[src/rtl/regwin_pkg.sv]
package regwin_pkg;
  localparam int GRAN_REGS = 4;

  typedef enum logic [1:0] {
    COMP_X = 2'd0,
    COMP_Y = 2'd1,
    COMP_Z = 2'd2,
    COMP_W = 2'd3
  } regComp_t;

  typedef struct packed {
    logic doFree;
    logic doAlloc;
  } rwStrobe_t;
endpackage

[src/rtl/regwin_ctrl.sv]
module regwin_ctrl
  import regwin_pkg::*;
#(
  parameter int NUM_SLOTS = 8,
  parameter int PHYS_REGS = 256,
  parameter int MAX_VREGS = 128,
  localparam int G   = PHYS_REGS / GRAN_REGS,
  localparam int GW  = $clog2(G),
  localparam int LW  = $clog2(MAX_VREGS / GRAN_REGS + 1),
  localparam int CW  = $clog2(MAX_VREGS + 1),
  localparam int SW  = $clog2(NUM_SLOTS)
) (
  input  logic                 allocReq,
  input  logic [SW-1:0]        allocSlot,
  input  logic [CW-1:0]        allocCount,
  input  logic                 freeReq,
  input  logic [SW-1:0]        freeSlot,
  input  logic [NUM_SLOTS-1:0] slotValid,
  input  logic [G-1:0]         occ,
  input  logic [G-1:0]         relMask,
  output rwStrobe_t            strobe,
  output logic [GW-1:0]        allocGran,
  output logic [LW-1:0]        allocLen,
  output logic                 allocGrant,
  output logic                 allocDeny
);
  logic          freeNow;
  logic [G-1:0]  effOcc;
  logic [LW-1:0] needG;
  logic          countOk;
  logic          slotBusy;
  logic          found;
  logic [GW-1:0] pos;
  logic [GW:0]   run [G+1];

  assign freeNow  = freeReq && slotValid[freeSlot];
  // release ahead of allocation: search the map as it will be after the free
  assign effOcc   = occ & ~(freeNow ? relMask : '0);
  assign countOk  = (allocCount != '0) && (int'(allocCount) <= MAX_VREGS);
  assign slotBusy = slotValid[allocSlot] && !(freeNow && (freeSlot == allocSlot));

  always_comb begin
    needG = LW'((int'(allocCount) + GRAN_REGS - 1) / GRAN_REGS);
  end

  // free-run length starting at each chunk, built from the top down
  always_comb begin
    run[G] = '0;
    for (int i = G - 1; i >= 0; i--) begin
      run[i] = effOcc[i] ? '0 : run[i+1] + 1'b1;
    end
  end

  always_comb begin
    found = 1'b0;
    pos   = '0;
    for (int i = 0; i < G; i++) begin
      if (!found && (int'(run[i]) >= int'(needG))) begin
        found = 1'b1;
        pos   = GW'(i);
      end
    end
  end

  assign allocGrant     = allocReq && countOk && !slotBusy && found;
  assign allocDeny      = allocReq && !allocGrant;
  assign allocGran      = pos;
  assign allocLen       = needG;
  assign strobe.doFree  = freeNow;
  assign strobe.doAlloc = allocGrant;
endmodule

[src/rtl/regwin_dpath.sv]
module regwin_dpath
  import regwin_pkg::*;
#(
  parameter int NUM_SLOTS = 8,
  parameter int PHYS_REGS = 256,
  parameter int MAX_VREGS = 128,
  localparam int G   = PHYS_REGS / GRAN_REGS,
  localparam int GW  = $clog2(G),
  localparam int LW  = $clog2(MAX_VREGS / GRAN_REGS + 1),
  localparam int VW  = $clog2(MAX_VREGS),
  localparam int PW  = $clog2(PHYS_REGS),
  localparam int SW  = $clog2(NUM_SLOTS)
) (
  input  logic                 clk,
  input  logic                 rstN,
  input  rwStrobe_t            strobe,
  input  logic [SW-1:0]        freeSlot,
  input  logic [SW-1:0]        allocSlot,
  input  logic [GW-1:0]        allocGran,
  input  logic [LW-1:0]        allocLen,
  input  logic [SW-1:0]        xlatSlot,
  input  logic [VW-1:0]        xlatVidx,
  input  regComp_t             xlatComp,
  output logic [NUM_SLOTS-1:0] slotValid,
  output logic [G-1:0]         occ,
  output logic [G-1:0]         relMask,
  output logic [PW-1:0]        xlatAddr,
  output regComp_t             xlatBank,
  output logic                 xlatErr
);
  logic [GW-1:0] baseG [NUM_SLOTS];
  logic [LW-1:0] lenG  [NUM_SLOTS];
  logic [G-1:0]  allocMask;

  function automatic logic [G-1:0] spanMask(input logic [GW-1:0] b, input logic [LW-1:0] n);
    logic [G-1:0] m;
    for (int g = 0; g < G; g++) begin
      m[g] = (g >= int'(b)) && (g < int'(b) + int'(n));
    end
    return m;
  endfunction

  assign relMask   = spanMask(baseG[freeSlot], lenG[freeSlot]);
  assign allocMask = spanMask(allocGran, allocLen);

  always_ff @(posedge clk or negedge rstN) begin
    if (!rstN) begin
      slotValid <= '0;
      occ       <= '0;
      for (int s = 0; s < NUM_SLOTS; s++) begin
        baseG[s] <= '0;
        lenG[s]  <= '0;
      end
    end else begin
      if (strobe.doFree) slotValid[freeSlot] <= 1'b0;
      if (strobe.doAlloc) begin
        slotValid[allocSlot] <= 1'b1;
        baseG[allocSlot]     <= allocGran;
        lenG[allocSlot]      <= allocLen;
      end
      occ <= (occ & ~(strobe.doFree ? relMask : '0)) | (strobe.doAlloc ? allocMask : '0);
    end
  end

  always_comb begin
    xlatErr  = !slotValid[xlatSlot] ||
               (int'(xlatVidx) >= int'(lenG[xlatSlot]) * GRAN_REGS);
    xlatAddr = xlatErr ? '0 :
               PW'(int'(baseG[xlatSlot]) * GRAN_REGS + int'(xlatVidx));
    xlatBank = xlatComp;
  end

  int occSum;
  always_comb begin
    occSum = 0;
    for (int s = 0; s < NUM_SLOTS; s++) begin
      if (slotValid[s]) occSum += int'(lenG[s]);
    end
  end

  assert_no_overlap_R3: assert property (@(posedge clk) disable iff (!rstN)
    strobe.doAlloc |-> ((allocMask & occ & ~(strobe.doFree ? relMask : '0)) == '0));

  assert_slot_live_R2: assert property (@(posedge clk) disable iff (!rstN)
    strobe.doAlloc |=> slotValid[$past(allocSlot)]);

  assert_free_clears_R8: assert property (@(posedge clk) disable iff (!rstN)
    (strobe.doFree && !(strobe.doAlloc && (allocSlot == freeSlot)))
      |=> !slotValid[$past(freeSlot)]);

  assert_occ_tally_R9: assert property (@(posedge clk) disable iff (!rstN)
    $countones(occ) == occSum);
endmodule

[src/rtl/wave_reg_window.sv]
module wave_reg_window
  import regwin_pkg::*;
#(
  parameter int NUM_SLOTS = 8,
  parameter int PHYS_REGS = 256,
  parameter int MAX_VREGS = 128,
  localparam int G   = PHYS_REGS / GRAN_REGS,
  localparam int GW  = $clog2(G),
  localparam int LW  = $clog2(MAX_VREGS / GRAN_REGS + 1),
  localparam int CW  = $clog2(MAX_VREGS + 1),
  localparam int VW  = $clog2(MAX_VREGS),
  localparam int PW  = $clog2(PHYS_REGS),
  localparam int SW  = $clog2(NUM_SLOTS)
) (
  input  logic          clk,
  input  logic          rstN,
  input  logic          allocReq,
  input  logic [SW-1:0] allocSlot,
  input  logic [CW-1:0] allocCount,
  output logic          allocGrant,
  output logic          allocDeny,
  output logic [PW-1:0] allocBase,
  input  logic          freeReq,
  input  logic [SW-1:0] freeSlot,
  input  logic [SW-1:0] xlatSlot,
  input  logic [VW-1:0] xlatVidx,
  input  logic [1:0]    xlatComp,
  output logic [PW-1:0] xlatAddr,
  output logic [1:0]    xlatBank,
  output logic          xlatErr
);
  rwStrobe_t            strobe;
  logic [NUM_SLOTS-1:0] slotValid;
  logic [G-1:0]         occ;
  logic [G-1:0]         relMask;
  logic [GW-1:0]        allocGran;
  logic [LW-1:0]        allocLen;
  regComp_t             bankSel;

  regwin_ctrl #(.NUM_SLOTS(NUM_SLOTS), .PHYS_REGS(PHYS_REGS), .MAX_VREGS(MAX_VREGS)) uCtrl (
    .allocReq(allocReq), .allocSlot(allocSlot), .allocCount(allocCount),
    .freeReq(freeReq), .freeSlot(freeSlot), .slotValid(slotValid),
    .occ(occ), .relMask(relMask), .strobe(strobe),
    .allocGran(allocGran), .allocLen(allocLen),
    .allocGrant(allocGrant), .allocDeny(allocDeny)
  );

  regwin_dpath #(.NUM_SLOTS(NUM_SLOTS), .PHYS_REGS(PHYS_REGS), .MAX_VREGS(MAX_VREGS)) uDpath (
    .clk(clk), .rstN(rstN), .strobe(strobe),
    .freeSlot(freeSlot), .allocSlot(allocSlot),
    .allocGran(allocGran), .allocLen(allocLen),
    .xlatSlot(xlatSlot), .xlatVidx(xlatVidx), .xlatComp(regComp_t'(xlatComp)),
    .slotValid(slotValid), .occ(occ), .relMask(relMask),
    .xlatAddr(xlatAddr), .xlatBank(bankSel), .xlatErr(xlatErr)
  );

  assign allocBase = PW'(int'(allocGran) * GRAN_REGS);
  assign xlatBank  = bankSel;
endmodule

[config.mk]
export PLATFORM = sky130hd
export DESIGN_NAME = wave_reg_window
export DESIGN_NICKNAME = d
export VERILOG_FILES = /design/src/rtl/regwin_pkg.sv /design/src/rtl/regwin_ctrl.sv /design/src/rtl/regwin_dpath.sv /design/src/rtl/wave_reg_window.sv
export SDC_FILE = /design/constraint.sdc
export NUM_CORES = 1
export LEC_CHECK = 0
export BUFFER_PORTS_ARGS = -buffer_cell sky130_fd_sc_hd__buf_2
export CAP_MARGIN = 20
export CORE_UTILIZATION = 35
export CTS_CLUSTER_DIAMETER = 50
export DETAILED_ROUTE_END_ITERATION = 8
export SLEW_MARGIN = 20
export SYNTH_ARGS = -nofsm -noshare
export SYNTH_HDL_FRONTEND = slang
export SYNTH_SLANG_ARGS = --single-unit
[constraint.sdc]
create_clock -name clk -period 58.1 [get_ports clk]
set_input_delay 2.905 -clock clk [delete_from_list [all_inputs] [get_ports clk]]
set_output_delay 2.905 -clock clk [all_outputs]
set_load 0.005 [all_outputs]
==> flow_summary.toml <==
[place]
numPortBuffers = 44
place_area_um2 = 30200
gp_congestion = 1.05
place_hpwl_um = 87700
placedCellCount = 4913

[timing]
finalCriticalPeriod_ns = 27.15
finalSetupViolations = 0
hold_violations = 0
slew_viol_final = 0
finalClockSkew_ns = 0.0165
finalSetupTns_ns = 0
tightest_slew_ns = 1.16
rsz0062_at_grt = "no"
period_share_pct = 46.7
fmax_mhz = 36.8
slew-limit-headroom_pct = 22.1

[finish]
fin_cells = 4946
area_delta_synth_final_pct = 7.03
drive_above_1_share_pct = 8.83
antenna_cells = 0
multi_input_area_um2 = 23600
register_area_um2 = 4200
postLayoutCoreUtil_pct = 38.1
final_cell_area_um2 = 30800
layout.nets = 4300
fillers = 8563

[clock_network]
cts_tree = "done"
clkLatencyLatePin_ns = 0.46
clk_pin_slew_ns = 0.07
cts_setup_buffers = 0
clock_tree.buffer_depth = 2
cts_root_buf = "clkbuf_16"
ctsHtreeMaxLevel = 4
ctsHoldBuffers = 0
clock-sinks = 168
cts_resized = 0
cts_made_buffers = 17

[worst_setup_path]
crit_path_start = "freeSlot[1]"
crit_path_start_kind = "input port"
cpLargestDelayFamily = "compound AO/OA/AOI/OAI gates"
critPathMaxStageDelay_ns = 0.89
r2r_cells = 78
crit_cells = 68
path_buf_inv = 13
r2r-end = "uDpath.occ[59]"
cpMaxStageDelayCell = "nor2_1"
cp.arrival_ns = 24.25
regToRegStartpoint = "uDpath.baseG[36]"
critPathKind = "in -> out"
critPathMaxFanout = 35
critPathCaptureType = "output port"
reg2reg_slack_ns = 34.37
setup.worst_path.end = "allocGrant"
crit_path_frequent_cell = "inv_2"
crit_required_ns = 55.19

[synthesis]
ys_top_cells_by_count = "nor2_1 (494), nand2_1 (407), ha_1 (394)"
synth_top_area_share_pct = 17.1
synth_ff_type = "dfrtp_1"
async_flop_share_pct = 100
synth_cells = 3887
syn_avg_cell_area_um2 = 7.41
synth_adder_area_share_pct = 17.3
synth_xor_xnor_area_share_pct = 2.34
synth_top_family_by_area = "simple AND/OR/NAND/NOR gates"
synth_seq_cells = 168
netlist_area_um2 = 28800
synthDistinctLibCells = 129
yosysWarningCount = 0
yosys.area.top_type = "ha_1"
synth_enable_flop_cells = 0
synth-seq-area-share_pct = 14.6
synthSimpleGateAreaFrac_pct = 28.1
yosys-mux-area-fraction_pct = 6.56
synthTopCellsByArea = "ha_1 (17%), dfrtp_1 (15%), nor2_1 (6.4%)"
yosysMostFrequentCell = "nor2_1"
synth_compound_area_share_pct = 27.2

[detailed_routing]
drt_iter0_drc = 3169
vias = 29900
wl_um = 111000
drtPass1Iterations = 9
postRouteAntennaNets = 0
drc_errors = 0
routed_via_density = 6.05
routedWlPerCell_um = 22.5

[global_route]
grt_pass1_vias = 28100
grt_pass1_wl_um = 173000
grtUsageMet3_pct = 2.77
grt_busiest_layer = "met2"
grtUsageTotal_pct = 26.4
grt_max_degree = 110
grt.met2_usage_pct = 41.7
grt_util_met1_pct = 37.9
grt_overflow = 0
antenna_found_initial = 1

[job]
cap_violations = 0

[die]
chipHeight_um = 289
start_util_pct = 35.6
core_um2 = 80900
dieArea_um2 = 83400
io_pins = 51
rows = 104
die_x_um = 289

[hold_path]
holdCritPathClass = "reg -> reg"

[outcome]
status = "finished, final reports clean"
==> logic make-up after synthesis <==
family | Yosys count
buffers and inverters | 264
other | 1
multiplexers | 130
XOR/XNOR | 76
adder cells (fa/ha/maj) | 397
AND/OR/NAND/NOR | 1661
flip-flops | 168
AO/OA/AOI/OAI | 1190
==> tightest hold or removal path: cells and delay by family (launching register included) <==
kind,cells,cell delay [ns]
AO/OA/AOI/OAI,1,0.06
flip-flops,1,0.36
AND/OR/NAND/NOR,1,0.05
==> layout by cell type, fill, tap and decap left out, types with 42 or more instances in the layout <==
master,count
a21o_1,106
a21oi_1,361
and2_1,62
buf_2,43
buf_4,55
dfrtp_1,168
ha_1,394
inv_1,104
mux2i_1,50
nand2_1,407
nand2b_1,154
nand3_1,109
nor2_1,494
nor2b_1,90
nor3_1,114
o21ai_0,230
o21ai_1,42
o31ai_1,53
xnor2_1,47
==> registers in the layout (all words and copies together), names as in the netlist <==
| register | cells |
|---|---|
| uDpath.slotValid | 8 |
| uDpath.occ | 64 |
| uDpath.lenG | 48 |
| uDpath.baseG | 48 |
==> per-layer routing <==
layer	vias up	share of wire, %
met3	158	6.6
met1	14300	46
met4	2	2.6
li1	14300	-
met5	-	0.012
met2	1146	45
==> area by class of cell <==
class                      instances  area share, %
timing repair buffer             100           2.10
multi-input combinational       3458           76.5
sequential                       168           13.6
tap                             1060           4.30
inverter                         128           1.58
clock inverter                    11          0.374
clock buffer                      21           1.49
==> per-stage QoR <==
| step | setup slack (ns) | hold WS, ns |
|---|---|---|
| CTS | 31.47 | 0.509 |
| floorplan | 35.79 | 0.455 |
| global route | 29.70 | 0.535 |
| detailed placement | 31.52 | 0.490 |
| finish | 30.95 | 0.504 |
| global placement | 31.85 | 0.485 |
==> worst min path at each step <==
stage / slack, ns / to / from / cells after the start
global route: 0.54 / uDpath.lenG[17] / uDpath.lenG[17] / 2
global placement: 0.49 / uDpath.baseG[37] / uDpath.baseG[37] / 2
finish: 0.50 / uDpath.baseG[17] / uDpath.baseG[17] / 2
floorplan: 0.45 / uDpath.baseG[13] / uDpath.baseG[13] / 2
CTS: 0.51 / uDpath.baseG[17] / uDpath.baseG[17] / 2
detailed placement: 0.49 / uDpath.baseG[13] / uDpath.baseG[13] / 2
Power is not shown: default switching activity piles up to over one toggle a cycle in this logic, so the estimate is an artifact.
